<file path="config.mk">
export PLATFORM = sky130hd
export DESIGN_NAME = lty_owner_arb
export DESIGN_NICKNAME = d
export VERILOG_FILES = /design/src/rtl/lty_pkg.sv /design/src/rtl/lty_bus_decode.sv /design/src/rtl/lty_read_mux.sv /design/src/rtl/lty_own_core.sv /design/src/rtl/lty_owner_arb.sv
export SDC_FILE = /design/constraint.sdc
export NUM_CORES = 1
export LEC_CHECK = 0
export BUFFER_PORTS_ARGS = -buffer_cell sky130_fd_sc_hd__buf_2
export CORE_ASPECT_RATIO = 1.25
export CORE_MARGIN = 4
export CORE_UTILIZATION = 45
export CTS_CLUSTER_DIAMETER = 60
export CTS_CLUSTER_SIZE = 24
export DETAILED_ROUTE_END_ITERATION = 7
export PLACE_DENSITY = 0.81
export SYNTH_ARGS = -nofsm -noshare
export SYNTH_HDL_FRONTEND = slang
export SYNTH_SLANG_ARGS = --single-unit
export TNS_END_PERCENT = 100
</file>
<file path="constraint.sdc">
create_clock -name clk -period 3.3 [get_ports clk]
set_clock_uncertainty 0.1 [all_clocks]
set_input_delay 0.33 -clock clk [delete_from_list [all_inputs] [get_ports clk]]
set_output_delay 0.33 -clock clk [all_outputs]
set_load 0.01 [all_outputs]
</file>
<file path="src/rtl/lty_pkg.sv">
`timescale 1ns/1ps
// Shared constants for the locality ownership arbiter.
// Assumes at most eight localities (three address bits select one).
package lty_pkg;
    localparam int LOC_W    = 3;
    localparam int ACC_W    = 8;
    // access register bit positions (software decodes them)
    localparam int B_REGOK  = 7;
    localparam int B_ACT    = 5;
    localparam int B_SEIZED = 4;
    localparam int B_SEIZE  = 3;
    localparam int B_PEND   = 2;
    localparam int B_REQ    = 1;
    localparam int B_EST    = 0;
endpackage

</file>
<file path="src/rtl/lty_bus_decode.sv">
`timescale 1ns/1ps
// Address decode: splits the bus address into locality and window offset,
// selects the access register and qualifies writes. Locality NUM_LOC-1 is
// writable only by accesses flagged as hardware. Assumes NUM_LOC <= 8.
module lty_bus_decode import lty_pkg::*; #(
    parameter int NUM_LOC  = 5,
    parameter int WIN_BITS = 12,
    localparam int ADDR_W  = WIN_BITS + LOC_W
) (
    input  logic              valid,
    input  logic              write,
    input  logic              from_hw,
    input  logic [ADDR_W-1:0] addr,
    output logic [LOC_W-1:0]  loc,
    output logic              acc_sel,
    output logic              wr_en
);
    logic loc_ok;
    logic off_zero;
    logic hw_only;

    // locality field and window offset
    assign loc      = addr[WIN_BITS +: LOC_W];
    assign loc_ok   = int'(loc) < NUM_LOC;
    assign off_zero = (addr[WIN_BITS-1:0] == '0);
    assign acc_sel  = loc_ok && off_zero;
    // hardware-only locality guard
    assign hw_only  = (int'(loc) == NUM_LOC - 1);
    assign wr_en    = valid && write && acc_sel && (!hw_only || from_hw);
endmodule

</file>
<file path="src/rtl/lty_read_mux.sv">
`timescale 1ns/1ps
// Composes the access register value seen by a locality. The seize flag is
// never exposed; the pending bit is computed from the other localities'
// request flags. Non-selected addresses read zero.
module lty_read_mux import lty_pkg::*; #(
    parameter int NUM_LOC = 5
) (
    input  logic               acc_sel,
    input  logic [LOC_W-1:0]   loc,
    input  logic [NUM_LOC-1:0] ru,
    input  logic [NUM_LOC-1:0] bs,
    input  logic               act_v,
    input  logic [LOC_W-1:0]   act_id,
    input  logic               established,
    output logic [ACC_W-1:0]   rdata
);
    logic others_req;

    // any locality other than the reader requesting
    always_comb begin
        others_req = 1'b0;
        for (int l = 0; l < NUM_LOC; l++) begin
            if (LOC_W'(l) != loc && ru[l]) others_req = 1'b1;
        end
    end

    // register image
    always_comb begin
        rdata = '0;
        if (acc_sel) begin
            rdata[B_REGOK]  = 1'b1;
            rdata[B_ACT]    = act_v && (act_id == loc);
            rdata[B_SEIZED] = bs[loc];
            rdata[B_PEND]   = others_req;
            rdata[B_REQ]    = ru[loc];
            rdata[B_EST]    = !established;
        end
    end
endmodule

</file>
<file path="src/rtl/lty_own_core.sv">
`timescale 1ns/1ps
// Ownership state: per-locality request, seize and been-seized flags, the
// active owner, and the abort handshake that defers a handover while a
// command executes. Assumes wr_loc < NUM_LOC whenever wr_en is high.
module lty_own_core import lty_pkg::*; #(
    parameter int NUM_LOC = 5
) (
    input  logic               clk,
    input  logic               rst_n,
    input  logic               wr_en,
    input  logic [LOC_W-1:0]   wr_loc,
    input  logic [ACC_W-1:0]   wr_data,
    input  logic               cmd_executing,
    input  logic               abort_done,
    output logic [NUM_LOC-1:0] ru_q,
    output logic [NUM_LOC-1:0] bs_q,
    output logic               act_v_q,
    output logic [LOC_W-1:0]   act_id_q,
    output logic               cancel_req,
    output logic               chg_q,
    output logic [LOC_W-1:0]   chg_id_q
);
    logic [NUM_LOC-1:0] sz_q, n_ru, n_sz, n_bs;
    logic               pend_v_q, n_pv;
    logic [LOC_W-1:0]   pend_id_q, n_pid;
    logic               n_av;
    logic [LOC_W-1:0]   n_aid;
    logic [ACC_W-1:0]   wd;
    logic               is_owner, higher_sz, top_v;
    logic [LOC_W-1:0]   top_id;
    logic               set_new, tgt_v, start;
    logic [LOC_W-1:0]   tgt_id, st_id;
    logic               ho_go, ho_v, change, n_chg;
    logic [LOC_W-1:0]   ho_id;
    logic               unused_wbits;

    assign unused_wbits = ^{wd[7:6], wd[2], wd[0]};
    assign cancel_req   = pend_v_q;

    // next-state: write decode, handover selection and application
    always_comb begin
        n_ru = ru_q; n_sz = sz_q; n_bs = bs_q;
        n_av = act_v_q; n_aid = act_id_q;
        n_pv = pend_v_q; n_pid = pend_id_q;
        ho_go = 1'b0; ho_v = 1'b0; ho_id = '0;
        set_new = 1'b1; tgt_v = act_v_q; tgt_id = act_id_q;
        start = 1'b0; st_id = '0;
        change = 1'b0; n_chg = 1'b0;
        wd = wr_data;
        if (wd[B_SEIZE]) begin
            wd[B_REQ] = 1'b0;
            wd[B_ACT] = 1'b0;
        end
        is_owner = act_v_q && (act_id_q == wr_loc);
        higher_sz = 1'b0;
        top_v = 1'b0; top_id = '0;
        for (int l = 0; l < NUM_LOC; l++) begin
            if (LOC_W'(l) > wr_loc && sz_q[l]) higher_sz = 1'b1;
            if (ru_q[l]) begin
                top_v = 1'b1;
                top_id = LOC_W'(l);
            end
        end

        if (pend_v_q && abort_done) begin
            ho_go = 1'b1; ho_v = 1'b1; ho_id = pend_id_q; n_pv = 1'b0;
        end else if (wr_en) begin
            if (wd[B_ACT]) begin
                if (is_owner) begin
                    if (top_v) begin
                        set_new = 1'b0; start = 1'b1; st_id = top_id;
                    end else begin
                        tgt_v = 1'b0;
                    end
                end else begin
                    n_ru[wr_loc] = 1'b0;
                end
            end
            if (wd[B_SEIZED]) n_bs[wr_loc] = 1'b0;
            if (wd[B_SEIZE] && (!act_v_q || wr_loc > act_id_q) &&
                !sz_q[wr_loc] && !higher_sz) begin
                for (int l = 0; l < NUM_LOC; l++) begin
                    if (LOC_W'(l) < wr_loc) n_sz[l] = 1'b0;
                end
                n_sz[wr_loc] = 1'b1;
                set_new = 1'b0; start = 1'b1; st_id = wr_loc;
            end
            if (wd[B_REQ] && !is_owner) begin
                if (act_v_q) n_ru[wr_loc] = 1'b1;
                else begin
                    tgt_v = 1'b1; tgt_id = wr_loc;
                end
            end
            if (pend_v_q) begin
                if (start) n_pid = st_id;
            end else if (start) begin
                if (cmd_executing) begin
                    n_pv = 1'b1; n_pid = st_id;
                end else begin
                    ho_go = 1'b1; ho_v = 1'b1; ho_id = st_id;
                end
            end else if (set_new) begin
                ho_go = 1'b1; ho_v = tgt_v; ho_id = tgt_id;
            end
        end

        if (ho_go) begin
            change = (ho_v != act_v_q) || (ho_v && ho_id != act_id_q);
            if (change && act_v_q) begin
                if (ho_v && n_sz[ho_id]) n_bs[act_id_q] = 1'b1;
                else                     n_ru[act_id_q] = 1'b0;
            end
            n_av  = ho_v;
            n_aid = ho_v ? ho_id : '0;
            if (ho_v) begin
                n_ru[ho_id] = 1'b0;
                n_sz[ho_id] = 1'b0;
            end
            n_chg = change && ho_v;
        end
    end

    // state registers
    always_ff @(posedge clk) begin
        if (!rst_n) begin
            ru_q <= '0; sz_q <= '0; bs_q <= '0;
            act_v_q <= 1'b0; act_id_q <= '0;
            pend_v_q <= 1'b0; pend_id_q <= '0;
            chg_q <= 1'b0; chg_id_q <= '0;
        end else begin
            ru_q <= n_ru; sz_q <= n_sz; bs_q <= n_bs;
            act_v_q <= n_av; act_id_q <= n_aid;
            pend_v_q <= n_pv; pend_id_q <= n_pid;
            chg_q <= n_chg; chg_id_q <= ho_id;
        end
    end

    // at most one seize can be outstanding
    p_one_seize_r6: assert property (@(posedge clk) disable iff (!rst_n)
        $countones(sz_q) <= 1);
    // the owner never holds its own request flag
    p_owner_no_req_r3: assert property (@(posedge clk) disable iff (!rst_n)
        act_v_q |-> !ru_q[act_id_q]);
    // change pulse names the owner now in place
    p_chg_names_owner_r8: assert property (@(posedge clk) disable iff (!rst_n)
        chg_q |-> act_v_q && act_id_q == chg_id_q);
    // owner frozen while abort is outstanding
    p_hold_in_abort_r10: assert property (@(posedge clk) disable iff (!rst_n)
        cancel_req && !abort_done |=> cancel_req && $stable(act_v_q) && $stable(act_id_q));
    // been-seized appears only on a locality that just lost ownership
    for (genvar g = 0; g < NUM_LOC; g++) begin : g_bs_chk
        p_seized_loser_r7: assert property (@(posedge clk) disable iff (!rst_n)
            $rose(bs_q[g]) |-> $past(act_v_q) && $past(act_id_q) == LOC_W'(g) &&
                               !(act_v_q && act_id_q == LOC_W'(g)));
    end
endmodule

</file>
<file path="src/rtl/lty_owner_arb.sv">
`timescale 1ns/1ps
// Top of the locality ownership arbiter: bus decode, ownership core and
// access-register read image. Reads are combinational; writes take effect
// at the next clock edge. Assumes NUM_LOC <= 8.
module lty_owner_arb import lty_pkg::*; #(
    parameter int NUM_LOC  = 5,
    parameter int WIN_BITS = 12,
    localparam int ADDR_W  = WIN_BITS + LOC_W
) (
    input  logic              clk,
    input  logic              rst_n,
    input  logic              bus_valid,
    input  logic              bus_write,
    input  logic              bus_from_hw,
    input  logic [ADDR_W-1:0] bus_addr,
    input  logic [ACC_W-1:0]  bus_wdata,
    output logic [ACC_W-1:0]  bus_rdata,
    input  logic              established,
    input  logic              cmd_executing,
    input  logic              abort_done,
    output logic              cancel_req,
    output logic              owner_valid,
    output logic [LOC_W-1:0]  owner_id,
    output logic              loc_changed,
    output logic [LOC_W-1:0]  loc_changed_id
);
    logic [LOC_W-1:0]   loc;
    logic               acc_sel, wr_en;
    logic [NUM_LOC-1:0] ru, bs;

    lty_bus_decode #(.NUM_LOC(NUM_LOC), .WIN_BITS(WIN_BITS)) u_dec (
        .valid(bus_valid), .write(bus_write), .from_hw(bus_from_hw),
        .addr(bus_addr), .loc(loc), .acc_sel(acc_sel), .wr_en(wr_en));

    lty_own_core #(.NUM_LOC(NUM_LOC)) u_core (
        .clk(clk), .rst_n(rst_n), .wr_en(wr_en), .wr_loc(loc),
        .wr_data(bus_wdata), .cmd_executing(cmd_executing),
        .abort_done(abort_done), .ru_q(ru), .bs_q(bs),
        .act_v_q(owner_valid), .act_id_q(owner_id), .cancel_req(cancel_req),
        .chg_q(loc_changed), .chg_id_q(loc_changed_id));

    lty_read_mux #(.NUM_LOC(NUM_LOC)) u_rd (
        .acc_sel(acc_sel), .loc(loc), .ru(ru), .bs(bs),
        .act_v(owner_valid), .act_id(owner_id),
        .established(established), .rdata(bus_rdata));
endmodule

</file>
# [Word level (Yosys, flattened, before mapping)]
# Index checks and enable logic that the tools add are counted.
[word_totals] ff_bits=27
[op_classes] eq_ne=8 reduce_logical=42 mux=130 bitwise_logic=13 magnitude_cmp=18
[ops] operator="5-bit two-way mux" count=24
[ops] operator="1-bit two-way mux" count=77
[ops] operator="3-bit two-way mux" count=19
[ops] operator="1-bit logical AND" count=27
[ops] operator="5-bit bitwise AND" count=5
[ops] operator="5-bit NOT" count=3
[ops] operator="5-bit bitwise OR" count=3
[ops] operator="1-bit binary-select mux with 3-bit select" count=4
[ops] operator="12-bit logical NOT" count=1
[ops] operator="3-bit by 4-bit less-than comparator with 1-bit output (second input constant)" count=3
[ops] operator="1-bit demux with 3-bit select" count=3
[ops] operator="3-bit by 1-bit greater-or-equal comparator with 1-bit output (second input constant)" count=3
[ops] operator="1-bit by 3-bit > comparator with 1-bit output (first input constant)" count=2
[ops] operator="2-bit by 3-bit > comparator with 1-bit output (first input constant)" count=2
[ops] operator="1-bit logical NOT" count=6
[ops] operator="1-bit by 3-bit less-than comparator with 1-bit output (first input constant)" count=2
[ops] operator="2-bit by 3-bit less-than comparator with 1-bit output (first input constant)" count=2
[ops] operator="2-bit two-way mux" count=3
[ops] operator="2-bit by 3-bit != test with 1-bit output (first input constant)" count=2
[ops] operator="4-bit AND reduction" count=1
[ops] operator="3-bit == test" count=1
[ops] operator="3-bit == test (second input constant)" count=1
[ops] operator="3-bit > comparator" count=1
[ops] operator="3-bit > comparator (first input constant)" count=1
[ops] operator="other kinds (12)" count=15

# [Depth between registers and ports, before layout]
# Gate-level depths: netlist of run 1.
[logic_depth] word_depth=26 ltp_mapped=14 ltp_nobuf=11

# [By module]
# A second synthesis of run 1 with hierarchy kept.
[hier_totals] cells_unflattened=306 area_unflattened_um2=2444.8
[by_module_without_submodules] module="lty_own_core" n_inst=1 area_each_um2=2095.8 seq_area_each_um2=540.5 cells_each=263
[by_module_without_submodules] module="lty_read_mux" n_inst=1 area_each_um2=275.3 seq_area_each_um2=0.0 cells_each=33
[by_module_without_submodules] module="lty_bus_decode" n_inst=1 area_each_um2=73.8 seq_area_each_um2=0.0 cells_each=10

# [Worst setup path before layout of run 1]
# No wires, ideal clock.
[synth_timing] path_type="reg2reg" from="reg u_core.act_id_q[1]" to="reg u_core.ru_q[1]" stages_incl_launch_ff=15 period_less_slack_ns=3.551 setup_slack_ns=-0.251 arrival_ns=3.307 required_time_ns=3.056 path_buffers=3 cell_sequence="dfxtp_1 -> clkbuf_1 -> inv_1 -> ha_1 -> and4_1 -> a311oi_2 -> and3_1 -> buf_6 -> and2_0 -> clkbuf_1 -> mux2i_1 -> mux2i_1 -> mux2_2 -> a211oi_2 -> a41oi_1"
[synth_between] elab_chain_cells=22
[synth_lines] item="start: declaration" line="lty_own_core.sv:18" source="output logic [LOC_W-1:0] act_id_q,"
[synth_lines] item="start signal: assignment" line="lty_own_core.sv:132" source="act_v_q <= n_av; act_id_q <= n_aid;"
[synth_lines] item="3-bit > comparator" line="lty_own_core.sv:80" source="if (wd[B_SEIZE] && (!act_v_q || wr_loc > act_id_q) &&"
[synth_lines] item="1-bit logical OR" line="lty_own_core.sv:80"
[synth_lines] item="1-bit logical AND (2 in a row)" line="lty_own_core.sv:80"
[synth_lines] item="1-bit logical AND" line="lty_own_core.sv:81" source="!sz_q[wr_loc] && !higher_sz) begin"
[synth_lines] item="1-bit two-way mux" line="lty_own_core.sv:80"
[synth_lines] item="1-bit two-way mux" line="lty_own_core.sv:67" source="end else if (wr_en) begin"
[synth_lines] item="1-bit two-way mux" line="lty_own_core.sv:65" source="if (pend_v_q && abort_done) begin"
[synth_lines] item="3-bit two-way mux" line="lty_own_core.sv:102" source="end else if (set_new) begin"
[synth_lines] item="(+5 left out)"
[synth_lines] item="1-bit two-way mux (implied by the code) / 1-bit logical AND (equally long branches)" line="lty_own_core.sv:110, lty_own_core.sv:108"
[synth_lines] item="1-bit logical AND / 1-bit logical OR (equally long branches)" line="lty_own_core.sv:110, lty_own_core.sv:108"
[synth_lines] item="5-bit two-way mux / 1-bit logical AND (equally long branches)" line="lty_own_core.sv:110, lty_own_core.sv:109"
[synth_lines] item="5-bit two-way mux" line="lty_own_core.sv:109" source="if (change && act_v_q) begin"
[synth_lines] item="5-bit two-way mux" line="lty_own_core.sv:107" source="if (ho_go) begin"
[synth_lines] item="5-bit bitwise AND (no source line)"
[synth_lines] item="5-bit two-way mux" line="lty_own_core.sv:115" source="if (ho_v) begin"
[synth_lines] item="5-bit two-way mux (*)" line="lty_own_core.sv:107"
[synth_lines] item="end signal: assignment" line="lty_own_core.sv:131" source="ru_q <= n_ru; sz_q <= n_sz; bs_q <= n_bs;"
[synth_lines] item="end: declaration" line="lty_own_core.sv:15" source="output logic [NUM_LOC-1:0] ru_q,"
# Every way passes the cells marked *; elsewhere a longest branch is shown, timed or not. The select of a mux whose other input is x is not followed.
# A chain may end at the register's enable or synchronous reset.

# [Worst setup path after layout of run 1]
[layout_timing] from="reg u_core.act_id_q[2]" to="reg u_core.ru_q[4]"
# The elaborated chain is that of the path after synthesis.

==> metrics.md, run 1 <==
| Metric | Value |
|---|---|
| Routed vias/inst | roughly 6.2 |
| GPL Wtd Cong | 0.988 |
| Post-synthesis cell area | 2100 µm² |
| Root buf cell | clkbuf_8 |
| DRT iter0 DRCs | 200 |
| Top-area cell type share of the netlist area | 25.8% |
| Reg2reg path depth | 12 |
| Final Hold Viols | 0 |
| # fillers | 405 |
| Antenna diodes | 0 |
| Grt total ovfl | 0 |
| Worst Hold Launch | abort_done |
| Hold Path Class | in -> reg |
| Total design power | between 600 and 700 µW |
| Status | finished clean |
| Core area | approximately 4500 µm² |
| Worst setup path class | reg -> reg |
| Clk pwr share | between 30% and 40% |
| Slew HR | approximately 57% |
| Clock Path Buffers | 2 |
| Antenna-violating nets left | 0 |
| Post-CTS Hold Buffers | 0 |
| Synth Instances | between 200 and 300 |
| Simple-gate share of the synthesized area | 27.8% |
| Die X | between 60 and 70 µm |
| Vias in the first global route | roughly 2200 |
| Port Buffers | 41 |
| Mux cell area share after synthesis | under 10% |
| Die Y | 84.3 µm |
| Synth Area in Compound Gates | a little under a third |
| Switching Share | a little over a quarter |
| Post-synth EDFFs | 0 |
| Combinational Power Share | 14.7% |
| Post-CTS setup buffers | 0 |
| Avg Inst Size Synth | 8.12 µm² |
| Reg power frac | 53.3% |
| Drt first pass iters | 5 |
| Worst hold path cell count | 3 |
| Fin crit period | around 3.2 ns |
| HPWL Detailed | a little over 5 mm |
| Area Overhead vs Synth | 23.0% |
| Synth Area in Adders | roughly 1.8% |
| Remaining DRCs | 0 |
| Worst VDD drop | ~0.00022 V |
| Number of core rows | 27 |
| Power per cell area | roughly 240 nW/µm² |
| Peak Freq | roughly 310 MHz |
| Vias | between 2000 and 2500 |
| Final period util | 97.1% |
| FF-to-FF setup slack | 0.1 ns |
| CTS tree | done |
| Post-synth top area cell | dfxtp_1 |
| XOR/XNOR share of the synthesized area | 0.418% |
| Synth Flop Type | dfxtp_1 |
| Final setup viols | 0 |
| Synth unique cells | about 70 |
| Post-synth ARST share | 0% |
| Share of cells above drive strength 1 | a little under a third |
| Num CTS Buffers | 3 |
| Initial core utilization | 47.0% |
| H-tree depth | 1 |
| Worst Tran Pin Value | roughly 0.64 ns |
| Ys Warns | 0 |
| DRT Wirelength | around 6.5 mm |
| WHS | ~0.26 ns |
| Initial antenna violation count | 0 |
| Commonest cells in the netlist | dfxtp_1 (27), nor2_1 (25), nand2_1 (20) |
| # Max-Cap Violations | 0 |
| Main combinational cell family by area after synthesis | compound AO/OA/AOI/OAI gates |
| Reg-to-reg critical path startpoint | u_core.act_id_q[2] |
| GRT Overall Usage | between 20% and 30% |
| Endpoint of the worst-slack reg-to-reg timing path | u_core.ru_q[4] |
| Clock insertion delay at the later pin of the skew report | roughly 0.28 ns |
| Most common cell in the netlist | dfxtp_1 |
| Critical Path RT | roughly 3.4 ns |
| Crit Path Max Fanout | 5 |
| Die ar. | between 5000 and 6000 µm² |
| Nets | ~350 |
| Hold EP | u_core.cancel_req |
| Synth top area cells | dfxtp_1 (26%), nor2_1 (4.5%), mux2i_1 (4.3%) |
| FF+latch count, synth | 27 |
| Arrival time worst endpoint | ~3.3 ns |
| NetSw | ~160 µW |
| CP Capture Type | flip-flop |
| Place WS | -0.0362 ns |
| Wirelength per Cell | between 15 and 20 µm |
| Startpoint types | flip-flop |
| Min setup slack post-route | 0.0954 ns |
| Pleak | between 0.001 and 0.0015 µW |
| Top Ports | 48 |
| Largest net degree at the start of global routing | 24 |
| First-pass GRT wire length | about 10 mm |
| Setup TNS Final | 0 ns |
| Clock Pin Slew Worst Setup and Hold Paths | roughly 0.10 ns |
| Sink Count | 27 |
| Power Internal | around 450 µW |
| Seq/Total Area, Yosys | between 20% and 30% |
| Max Slew Vio Count | 0 |
==> flip-flops by register name, summed over array words and instances (netlist names) <==
register / cells
u_core.chg_q: 1
u_core.chg_id_q: 3
u_core.ru_q: 5
u_core.pend_id_q: 3
u_core.act_v_q: 1
u_core.bs_q: 5
u_core.cancel_req: 1
u_core.act_id_q: 3
u_core.sz_q: 5
==> final cells by class <==
| class | instances | area (µm²) | share of cell area, % |
|---|---|---|---|
| multi-input combinational | 206 | 1480 | 57.4 |
| clock inverter | 1 | 7.51 | 0.291 |
| clock buffer | 3 | 41.3 | 1.60 |
| timing repair buffer | 67 | 400 | 15.5 |
| sequential | 27 | 542 | 21.0 |
| tap | 58 | 72.6 | 2.82 |
| inverter | 9 | 33.8 | 1.31 |
==> power groups by stage <==
stage / Combinational [µW] / Sequential (µW) / Clock [µW]
after floorplan: 52.3 / 333 / 0
after global placement: 81.8 / 333 / 0
after detailed placement: 83.4 / 333 / 0
after CTS: 83.9 / 326 / 197
after global routing: 97.4 / 326 / 213
final: 89.6 / 326 / 196
==> cells by family after synthesis <==
kind of cell             Yosys count
adder cells (fa/ha/maj)            3
AO/OA/AOI/OAI                     81
buffers and inverters             26
XOR/XNOR                           1
other                              1
flip-flops                        27
multiplexers                      11
AND/OR/NAND/NOR                  108
==> how the worst max path moves through the flow <==
stage | end | slack (ns) | from | cells after the start
floorplan | u_core.ru_q[1] | 0.005 | u_core.act_id_q[1] | 14
global placement | u_core.ru_q[2] | 0.02 | bus_addr[12] | 11
detailed placement | u_core.ru_q[2] | -0.04 | bus_addr[12] | 11
CTS | u_core.ru_q[4] | 0.03 | u_core.act_id_q[2] | 12
global route | u_core.ru_q[4] | -0.01 | u_core.act_id_q[2] | 12
finish | u_core.ru_q[4] | 0.1 | u_core.act_id_q[2] | 12
==> layer usage <==
metal | share of wire, % | routed length [µm] | vias to the layer above | track usage [%]
met5 | 0 | 0 | - | 0
met2 | 49 | 3220 | 111 | 36.5
met1 | 41 | 2680 | 1077 | 26.8
met4 | 3.6 | 234 | 0 | 12.6
li1 | - | - | 1085 | -
met3 | 5.8 | 378 | 20 | 3.35
==> repair_timing <==
item	CTS	global route
endpoints found under the hold margin	0	0
setup endpoints to repair	0	7
gates resized for setup	0	8
==> through the flow <==
stage / instances / util, % / instance area [µm²]
finish: 371 / 57.8 / 2580
global route: 371 / 57.8 / 2580
CTS: 371 / 56.6 / 2530
detailed placement: 367 / 55.6 / 2480
global placement: 367 / 55.6 / 2480
floorplan: 259 / - / 2120
==> cell usage in the layout, fill, tap and decap left out, types with 2 or more instances in the layout <==
cell / count
buf_2: 41
buf_4: 26
dfxtp_1: 26
nor2_1: 25
nand2_1: 20
o21ai_0: 17
nand3_1: 12
mux2i_1: 9
inv_1: 8
a21oi_1: 8
nor2b_1: 8
nor3_1: 7
nor4_1: 6
a22oi_1: 6
o211ai_1: 6
and2_1: 5
nand2b_1: 4
a21o_1: 4
o31ai_1: 4
and3_1: 3
o41ai_1: 3
a41oi_1: 3
clkbuf_8: 3
o21a_1: 2
nand4_1: 2
or3b_1: 2
and4_4: 2
a311oi_4: 2
o211a_1: 2
a21boi_0: 2
or4_4: 2
a31oi_1: 2
o22ai_2: 2
ha_4: 2
conb_1: 2
==> critical path, stage by stage, from the launching register on <==
cell	delay, ns
dfxtp_1	0.36
inv_2	0.07
ha_4	0.28
nand3b_1	0.13
a311oi_4	0.33
buf_4	0.18
a31oi_1	0.12
o22ai_2	0.24
nor3_1	0.07
or2_2	0.27
or4_4	0.55
and4_4	0.21
a221oi_2	0.23
Note: power is estimated with default switching activity, not from simulation.
==> run 2, diff against run 1 <==
--- a/config.mk
+++ b/config.mk
@@ -5,14 +5,14 @@
 export SDC_FILE = /design/constraint.sdc
 export NUM_CORES = 1
 export LEC_CHECK = 0
-export BUFFER_PORTS_ARGS = -buffer_cell sky130_fd_sc_hd__buf_2
 export CORE_ASPECT_RATIO = 1.25
 export CORE_MARGIN = 4
 export CORE_UTILIZATION = 45
 export CTS_CLUSTER_DIAMETER = 60
 export CTS_CLUSTER_SIZE = 24
 export DETAILED_ROUTE_END_ITERATION = 7
-export PLACE_DENSITY = 0.81
+export DONT_BUFFER_PORTS = 1
+export PLACE_DENSITY = 0.72
 export SYNTH_ARGS = -nofsm -noshare
 export SYNTH_HDL_FRONTEND = slang
 export SYNTH_SLANG_ARGS = --single-unit
==> run 2 against run 1 <==
  * Flip-flop and latch count did not move
  * Setup slack got worse by 0.028 ns
  * Highest routed layer unchanged
  * Total power fell by 6.6%
  * Non-clock buffer count fell by 42
  * Combinational power fell by 41%
  * Sequential power barely moved
  * Hold slack got worse by 0.18 ns
  * Routed wire length fell by 5.2%
  * Cell area fell by 7.3%
  * Clock power fell by 2%
  * Die area did not move
==> metrics.md, run 2 (synthesis results as in run 1) <==
| Metric | Value |
|---|---|
| Remaining DRCs | 0 |
| Nets | roughly 310 |
| DRT iter0 DRCs | between 150 and 200 |
| Vias | 2077 |
| Top Ports | 48 |
| First-pass GRT wire length | a little under 10 mm |
| Clock Path Buffers | 2 |
| Initial antenna violation count | 0 |
| Most frequent cells in the layout | nor2_1 (25), dfxtp_1 (25), buf_4 (24) |
| CP max-delay cell | or4_4 |
| Critical path cell sequence | inv_1, ha_1, and4_4, a311oi_2, buf_4, a31o_4, buf_4, a21oi_4, mux2i_1, mux2i_1, or4_4, and3_4, a41oi_1 |
| Die X | slightly below 70 µm |
| Root buf cell | clkbuf_8 |
| Crit Path Max Fanout | 5 |
| Die Y | approximately 84 µm |
| Reg power frac | 57.0% |
| Power per cell area | 239 nW/µm² |
| Num CTS Buffers | 3 |
| DRT Wirelength | just over 6 mm |
| Place WS | 0.0615 ns |
| Die ar. | between 5000 and 6000 µm² |
| Share of cells above drive strength 1 | a little under a quarter |
| Slew HR | between 50% and 60% |
| GPL Wtd Cong | about 0.86 |
| Wirelength per Cell | 18.8 µm |
| CP Capture Type | flip-flop |
| Number of core rows | 27 |
| Startpoint types | flip-flop |
| Crit path largest cell delay | 0.58 ns |
| Sink Count | 27 |
| Status | finished clean |
| Vias in the first global route | a little under 2000 |
| Min setup slack post-route | between 0.06 and 0.07 ns |
| Max Slew Vio Count | 0 |
| Total design power | ~570 µW |
| Hold Path Class | in -> reg |
| Routed vias/inst | between 6 and 7 |
| GRT Overall Usage | between 20% and 30% |
| Arrival time worst endpoint | approximately 3.3 ns |
| Grt total ovfl | 0 |
| # Max-Cap Violations | 0 |
| Power Internal | 434 µW |
| Worst Tran Pin Value | a little over 0.6 ns |
| CTS tree | done |
| Clk pwr share | about a third |
| Port Buffers | 0 |
| Drt first pass iters | 5 |
| Final period util | 98.0% |
| Final setup viols | 0 |
| Top flop regs | u_core.bs_q: 5 flops, u_core.ru_q: 5 flops, u_core.sz_q: 5 flops |
| Switching Share | a little under a quarter |
| H-tree depth | 1 |
| Antenna diodes | 0 |
| Clock insertion delay at the later pin of the skew report | between 0.2 and 0.3 ns |
| HPWL Detailed | roughly 4.7 mm |
| Initial core utilization | 47.0% |
| Peak Freq | around 310 MHz |
| Clock Pin Slew Worst Setup and Hold Paths | ~0.10 ns |
| Worst setup path class | reg -> reg |
| Antenna-violating nets left | 0 |
| Final Hold Viols | 0 |
| Fin crit period | 3.23 ns |
| Largest net degree at the start of global routing | 24 |
| Worst VDD drop | ~0.00027 V |
| NetSw | 136 µW |
| Core area | 4460 µm² |
| Delay-heaviest family, CP | simple AND/OR/NAND/NOR gates |
| Core Util, Final | a little over half |
| Critical Path RT | 3.39 ns |
| Pleak | between 0.0008 and 0.0009 µW |
| Area Overhead vs Synth | 14.0% |
| Setup TNS Final | 0 ns |
| Combinational Power Share | 9.3% |
| Buf/Inv on CP | 3 |
run 2: timing repair:
action,4_1_cts,5_1_grt
setup endpoints to repair,0,10
hold buffers,0,0
gates resized for setup,0,14
setup buffers,0,4
run 2: power by group through the flow:
stage	sequential (µW)	combinational [µW]	clock, µW
floorplan	333	52.3	0
global placement	333	49.2	0
detailed placement	333	49.9	0
CTS	326	50.1	194
global route	326	57.1	206
finish	326	53.0	192
run 2: area by class of cell:
| class | count | area (µm²) |
|---|---|---|
| clock buffers | 3 | 41.3 |
| repair buffers | 25 | 200 |
| clock inverters | 1 | 5.00 |
| well taps | 58 | 72.6 |
| inverters | 9 | 33.8 |
| multi-input cells | 206 | 1490 |
| fillers | 418 | 2070 |
| flip-flops and latches | 27 | 543 |
run 2: worst paths after layout:
check                           slack, ns                  end               start  depth (start not counted)
worst max-delay path                 0.07       u_core.ru_q[3]  u_core.act_id_q[1]                         13
worst min-delay path                 0.07  u_core.pend_id_q[1]               rst_n                          1
worst max register to register       0.07       u_core.ru_q[3]  u_core.act_id_q[1]                         13
worst min register to register       0.41       u_core.bs_q[2]      u_core.bs_q[2]                          2
run 2: through the flow:
step	hold slack [ns]	std cells	cell area (µm²)
floorplan	0.365	259	2120
global placement	0.357	321	2230
detailed placement	0.358	321	2230
CTS	0.0696	325	2280
global route	0.0628	329	2390
finish	0.0743	329	2390
run 2: per-layer routing:
metal  up-vias  share of wire (%)  track usage (%)
met2       100                 49             34.6
met4         0                3.3             11.4
met1       959                 41             23.8
met5         -                  0                0
li1        999                  -                -
met3        19                6.8             3.71
